<file path="config.mk">
export PLATFORM = sky130hd
export DESIGN_NAME = rx_char_timeout
export DESIGN_NICKNAME = d
export VERILOG_FILES = /design/src/rtl/rxto_pkg.sv /design/src/rtl/rxto_frame.sv /design/src/rtl/rxto_timer.sv /design/src/rtl/rxto_flag.sv /design/src/rtl/rx_char_timeout.sv
export SDC_FILE = /design/constraint.sdc
export NUM_CORES = 1
export LEC_CHECK = 0
export BUFFER_PORTS_ARGS = -buffer_cell sky130_fd_sc_hd__buf_4
export CELL_PAD_IN_SITES_DETAIL_PLACEMENT = 1
export CELL_PAD_IN_SITES_GLOBAL_PLACEMENT = 2
export CORE_UTILIZATION = 32
export DETAILED_ROUTE_END_ITERATION = 10
export HOLD_SLACK_MARGIN = 0.15
export PLACE_DENSITY_LB_ADDON = 0.1
export SETUP_SLACK_MARGIN = 0.02
export SYNTH_ARGS = -nofsm -noshare
export SYNTH_HDL_FRONTEND = slang
export SYNTH_HIERARCHICAL = 1
export SYNTH_SLANG_ARGS = --single-unit
</file>
<file path="constraint.sdc">
create_clock -name clk -period 1.96 [get_ports clk]
set_input_delay 0.196 -clock clk [delete_from_list [all_inputs] [get_ports clk]]
set_output_delay 0.196 -clock clk [all_outputs]
set_load 0.005 [all_outputs]
</file>
<file path="src/rtl/rxto_pkg.sv">
package rxto_pkg;

   localparam int unsigned MIN_FRAME_BITS = 7;
   localparam int unsigned MAX_FRAME_BITS = 12;
   localparam int unsigned FRAME_W        = $clog2(MAX_FRAME_BITS + 1);

   typedef enum logic [1:0] {
      DLEN_5 = 2'd0,
      DLEN_6 = 2'd1,
      DLEN_7 = 2'd2,
      DLEN_8 = 2'd3
   } dlen_e;

   // start + data (5..8) + optional parity + one or two stop bits
   function automatic logic [FRAME_W-1:0] frame_len(dlen_e dl, logic par, logic two);
      logic [FRAME_W-1:0] n;
      n = FRAME_W'(MIN_FRAME_BITS);
      n = n + FRAME_W'(dl);
      n = n + FRAME_W'(par);
      n = n + FRAME_W'(two);
      return n;
   endfunction

endpackage

</file>
<file path="src/rtl/rxto_frame.sv">
module rxto_frame #(
   parameter int TIMEOUT_CHARS = 4,
   parameter int LB_W          = 6
) (
   input  logic [1:0]      word_len,
   input  logic            parity_en,
   input  logic            two_stop,
   output logic [LB_W-1:0] limit_bits
);
   import rxto_pkg::*;

   logic [FRAME_W-1:0] fbits;

   assign fbits      = frame_len(dlen_e'(word_len), parity_en, two_stop);
   assign limit_bits = LB_W'(fbits) * LB_W'(TIMEOUT_CHARS);

endmodule

</file>
<file path="src/rtl/rxto_timer.sv">
module rxto_timer #(
   parameter int TICKS_PER_BIT = 16,
   parameter int LB_W          = 6,
   parameter bit USE_PRESCALER = 1'b1
) (
   input  logic            clk,
   input  logic            rst_n,
   input  logic            restart,
   input  logic            run,
   input  logic            tick16,
   input  logic [LB_W-1:0] limit_bits,
   output logic            expire
);
   logic last;

   generate
      if (USE_PRESCALER) begin : g_pre
         localparam int SUB_W = $clog2(TICKS_PER_BIT);
         logic [SUB_W-1:0] sub_q;
         logic [LB_W-1:0]  bit_q;
         logic             sub_wrap;

         assign sub_wrap = (sub_q == SUB_W'(TICKS_PER_BIT - 1));
         assign last     = sub_wrap && (bit_q == limit_bits - LB_W'(1));

         always_ff @(posedge clk or negedge rst_n) begin
            if (!rst_n) begin
               sub_q <= '0;
               bit_q <= '0;
            end else if (restart || !run || expire) begin
               sub_q <= '0;
               bit_q <= '0;
            end else if (tick16) begin
               if (sub_wrap) begin
                  sub_q <= '0;
                  bit_q <= bit_q + LB_W'(1);
               end else begin
                  sub_q <= sub_q + SUB_W'(1);
               end
            end
         end
      end else begin : g_flat
         localparam int LT_W = LB_W + $clog2(TICKS_PER_BIT) + 1;
         logic [LT_W-1:0] cnt_q;
         logic [LT_W-1:0] limit_ticks;

         assign limit_ticks = LT_W'(limit_bits) * LT_W'(TICKS_PER_BIT);
         assign last        = (cnt_q == limit_ticks - LT_W'(1));

         always_ff @(posedge clk or negedge rst_n) begin
            if (!rst_n) begin
               cnt_q <= '0;
            end else if (restart || !run || expire) begin
               cnt_q <= '0;
            end else if (tick16) begin
               cnt_q <= cnt_q + LT_W'(1);
            end
         end
      end
   endgenerate

   assign expire = run && !restart && tick16 && last;

endmodule

</file>
<file path="src/rtl/rxto_flag.sv">
module rxto_flag (
   input  logic clk,
   input  logic rst_n,
   input  logic expire,
   input  logic host_pop,
   input  logic empty,
   output logic pending
);
   logic pending_d;

   always_comb begin
      pending_d = pending;
      if (empty) begin
         pending_d = 1'b0;
      end else if (pending && host_pop) begin
         pending_d = 1'b0;
      end else if (expire) begin
         pending_d = 1'b1;
      end
   end

   always_ff @(posedge clk or negedge rst_n) begin
      if (!rst_n) pending <= 1'b0;
      else        pending <= pending_d;
   end

endmodule

</file>
<file path="src/rtl/rx_char_timeout.sv">
module rx_char_timeout #(
   parameter int LEVEL_W       = 5,
   parameter int TIMEOUT_CHARS = 4,
   parameter int TICKS_PER_BIT = 16,
   parameter bit USE_PRESCALER = 1'b1
) (
   input  logic               clk,
   input  logic               rst_n,
   input  logic               tick16,
   input  logic [1:0]         word_len,
   input  logic               parity_en,
   input  logic               two_stop,
   input  logic               rx_push,
   input  logic               host_pop,
   input  logic [LEVEL_W-1:0] fifo_level,
   input  logic               fifo_en,
   input  logic               rx_int_en,
   output logic               to_pending,
   output logic               to_irq
);
   localparam int MAX_LIMIT_BITS = TIMEOUT_CHARS * int'(rxto_pkg::MAX_FRAME_BITS);
   localparam int LB_W           = $clog2(MAX_LIMIT_BITS + 1);

   if (TIMEOUT_CHARS < 1) begin : g_bad_chars
      $error("rx_char_timeout: TIMEOUT_CHARS must be at least 1");
   end
   if (TICKS_PER_BIT < 2) begin : g_bad_ticks
      $error("rx_char_timeout: TICKS_PER_BIT must be at least 2");
   end
   if (LEVEL_W < 1) begin : g_bad_level
      $error("rx_char_timeout: LEVEL_W must be at least 1");
   end

   logic [LB_W-1:0] limit_bits;
   logic            empty;
   logic            restart;
   logic            run;
   logic            expire;

   assign empty   = (fifo_level == '0);
   assign restart = empty || rx_push || host_pop;
   assign run     = !empty && !to_pending;

   rxto_frame #(
      .TIMEOUT_CHARS (TIMEOUT_CHARS),
      .LB_W          (LB_W)
   ) u_frame (
      .word_len   (word_len),
      .parity_en  (parity_en),
      .two_stop   (two_stop),
      .limit_bits (limit_bits)
   );

   rxto_timer #(
      .TICKS_PER_BIT (TICKS_PER_BIT),
      .LB_W          (LB_W),
      .USE_PRESCALER (USE_PRESCALER)
   ) u_timer (
      .clk        (clk),
      .rst_n      (rst_n),
      .restart    (restart),
      .run        (run),
      .tick16     (tick16),
      .limit_bits (limit_bits),
      .expire     (expire)
   );

   rxto_flag u_flag (
      .clk      (clk),
      .rst_n    (rst_n),
      .expire   (expire),
      .host_pop (host_pop),
      .empty    (empty),
      .pending  (to_pending)
   );

   assign to_irq = to_pending && fifo_en && rx_int_en;

endmodule

</file>
==> metrics.txt <==
Post-synth EDFFs=0; Yosys top cell area share=30.5%; WP data required=2120 ps; CORE AREA=2570 um2; RR Startpoint=u_timer/g_pre.sub_q[0]$_DFFE_PN0P_; Final Max Tran Viols=0; CTS root buf=clkbuf_4; crit start category=input port; maximum clock insertion buffer count=2; Final Skew=3.65 ps; Compound-Gate Fraction of Synth Area=10.7%; GRT Resource Usage Total=17.3%; # IOs=18; CTS Buf Count=3; Synth Area in XOR/XNOR=12.6%; hold path cells=3; area share of fa/ha/maj cells after synthesis=11.9%; Synth Area in Simple Gates=28.4%; die area=3040 um2; Unique masters post-synth=34; synth-to-layout area growth=48.1%; Crit. Startpoint=word_len[0]; Max-Cap Viols=0; nets=159; Hold EP=u_timer/g_pre.sub_q[1]$_DFFE_PN0P_; CTS clk-pin slew, worst paths=70 ps; Hold Crit Start=tick16; final worst slack=-69.1 ps; synth cell count leaders=dfrtp_1 (11), inv_1 (8), xor2_1 (8); largest family of logic cells by synthesized area=simple AND/OR/NAND/NOR gates; DP HPWL=1760 um; DRC=0; CTS tree=done; Inserted Diodes=0; f_max=493 MHz; Slowest-stage cell, CP=fa_2; Routed WL per cell=13.7 um; crit path DAT=2190 ps; H-tree depth=1; row count=18; Synth Flop Type=dfrtp_1; RSZ-0062 raised after global routing=yes; FFs w/ async S/R, synth=100%; #FFs+latches synth=11; peak fanout along the critical path=7; cell area after synthesis=902 um2; Syn. warnings=6; initial antenna violation count=0; Crit path top cell by count=ha_4; Syn Inst Count=101; cell depth of the worst flop-to-flop path=7; Fin. Hold Viols=0; ANT nets after route=0; Worst setup EP type=register; Largest delay share family, worst path=adder cells; vias=834; capturing point of the worst reg2reg path=u_timer/g_pre.bit_q[1]$_DFFE_PN0P_; syn avg cell area=8.93 um2; largest area contributor in the netlist=dfrtp_1; TritonRoute pass-1 iters=3; register area share after synthesis=30.5%; r2r setup slk=250 ps; CP max stage delay=380 ps; setup TNS=-458 ps; Initial DRC Count=4; status=finished with violations; Starting Density=35.1%; Leak=0.000599 uW; final wirelength=2250 um; total of fill cells in the finished design=305; CTS Sinks=11; vias per inst=5.09; post-synthesis mux area share=0%; final period utilization=104%; global-route congestion overflow total=0; HP Class=input port to register; Worst Path Buf+Inv=4; crit path time final=2030 ps; largest net degree at the start of global routing=12; Non-Filler Instances=164; CP Cell Sequence=buf_8 > inv_8 > ha_4 > inv_2 > ha_4 > fa_2 > xnor2_4 > nor3_2 > nand2_1 > xnor2_2 > nor4_4 > buf_6 > o21ai_1; die height=55.1 um; Synth area leaders=dfrtp_1 (31%), ha_1 (9.7%), xor2_1 (7.8%), xnor2_1 (4.9%), nor3_1 (3.3%); layout cells sized above 1=43.3%; worst skew pair latency=270 ps; number of port buffers=17; most frequent cell after synthesis=dfrtp_1; Max VDD drop=0.000315 V; Setup Viol. Count Final=8; vias in the first global route=788; DIE WIDTH=55.1 um; GP Congestion=0.764; critical path class=input port to register; Post-Place Cells=156; failing checks=setup timing; first-pass GRT wire length=3600 um; PwrDens=436 nW/um2
==> placed cells by master (no fill, tap or decap), drive strengths merged, types with 4 or more instances in the layout <==
| master | count |
|---|---|
| nand4 | 4 |
| nor3 | 6 |
| inv | 8 |
| buf | 29 |
| o21ai | 6 |
| dfrtp | 11 |
| clkbuf | 4 |
| nand3 | 5 |
| nand2 | 7 |
| xor2 | 8 |
| nor2 | 7 |
| xnor2 | 5 |
| ha | 7 |
==> metal layers <==
metal	part of all wire [%]	wire length [um]	global-route usage (%)	up-vias
met1	46	1020	22.2	401
met4	0.45	10	3.75	0
met2	50	1120	28.1	17
li1	-	-	-	414
met3	3.9	88	5.46	2
met5	0	0	0	-
==> kinds of logic (layout without fill, tap and decap cells) <==
kind of cell,after synthesis,in the layout
AND/OR/NAND/NOR,42,42
AO/OA/AOI/OAI,15,15
XOR/XNOR,13,13
flip-flops,11,11
buffers and inverters,11,43
adder cells (fa/ha/maj),8,8
other,1,2
==> per-stage QoR <==
stage,hold slack [ps],utilization (%),power [uW],area (um2),setup WS (ps)
floorplan,-99.6,-,331,953,-255
global placement,42.9,45.8,390,1170,-433
detailed placement,44.9,45.8,393,1170,-508
CTS,200,49.9,578,1280,-103
global route,217,52.0,617,1340,-178
finish,223,52.0,582,1340,-69.1
==> sequential cells by signal (all words and copies together) (netlist names) <==
register and flops:
u_flag/pending 1, u_timer/g_pre.sub_q 4, u_timer/g_pre.bit_q 6
==> worst max-delay path by stage <==
stage / slack, ps / to / cells after the start
after floorplan: -260 / u_timer/g_pre.bit_q[0]$_DFFE_PN0P_ / 10
after detailed placement: -510 / u_flag/pending$_DFFE_PN0P_ / 12
after CTS: -100 / u_flag/pending$_DFFE_PN0P_ / 12
after global placement: -430 / u_timer/g_pre.bit_q[0]$_DFFE_PN0P_ / 13
final: -70 / u_timer/g_pre.bit_q[1]$_DFFE_PN0P_ / 13
after global routing: -180 / u_flag/pending$_DFFE_PN0P_ / 12
==> power by group <==
group	total [uW]	internal, uW	switching (uW)
sequential	230	228	1.78
clock	159	78.7	80.5
combinational	193	104	89.8
total	582	410	172
==> area by class of cell <==
| class | instances | area [um2] | share of cell area, % |
|---|---|---|---|
| clock buffer | 4 | 26.3 | 1.97 |
| inverter | 8 | 42.5 | 3.18 |
| multi-input combinational | 80 | 702 | 52.5 |
| sequential | 11 | 275 | 20.6 |
| tap | 30 | 37.5 | 2.81 |
| timing repair buffer | 31 | 253 | 18.9 |
==> repair_timing <==
item,CTS,global route
hold buffers,2,0
hold endpoints to repair,12,0
buffers inserted,1,1
pin swaps,9,3
setup endpoints to repair,8,8
cloned,0,0
resized for setup,10,8
==> worst min-delay path: cells and delay by family <==
family | cells | cell delay (ps)
AO/OA/AOI/OAI | 1 | 60
buffers and inverters | 1 | 130
AND/OR/NAND/NOR | 1 | 80
No activity file was read; power rests on OpenSTA's default activity.
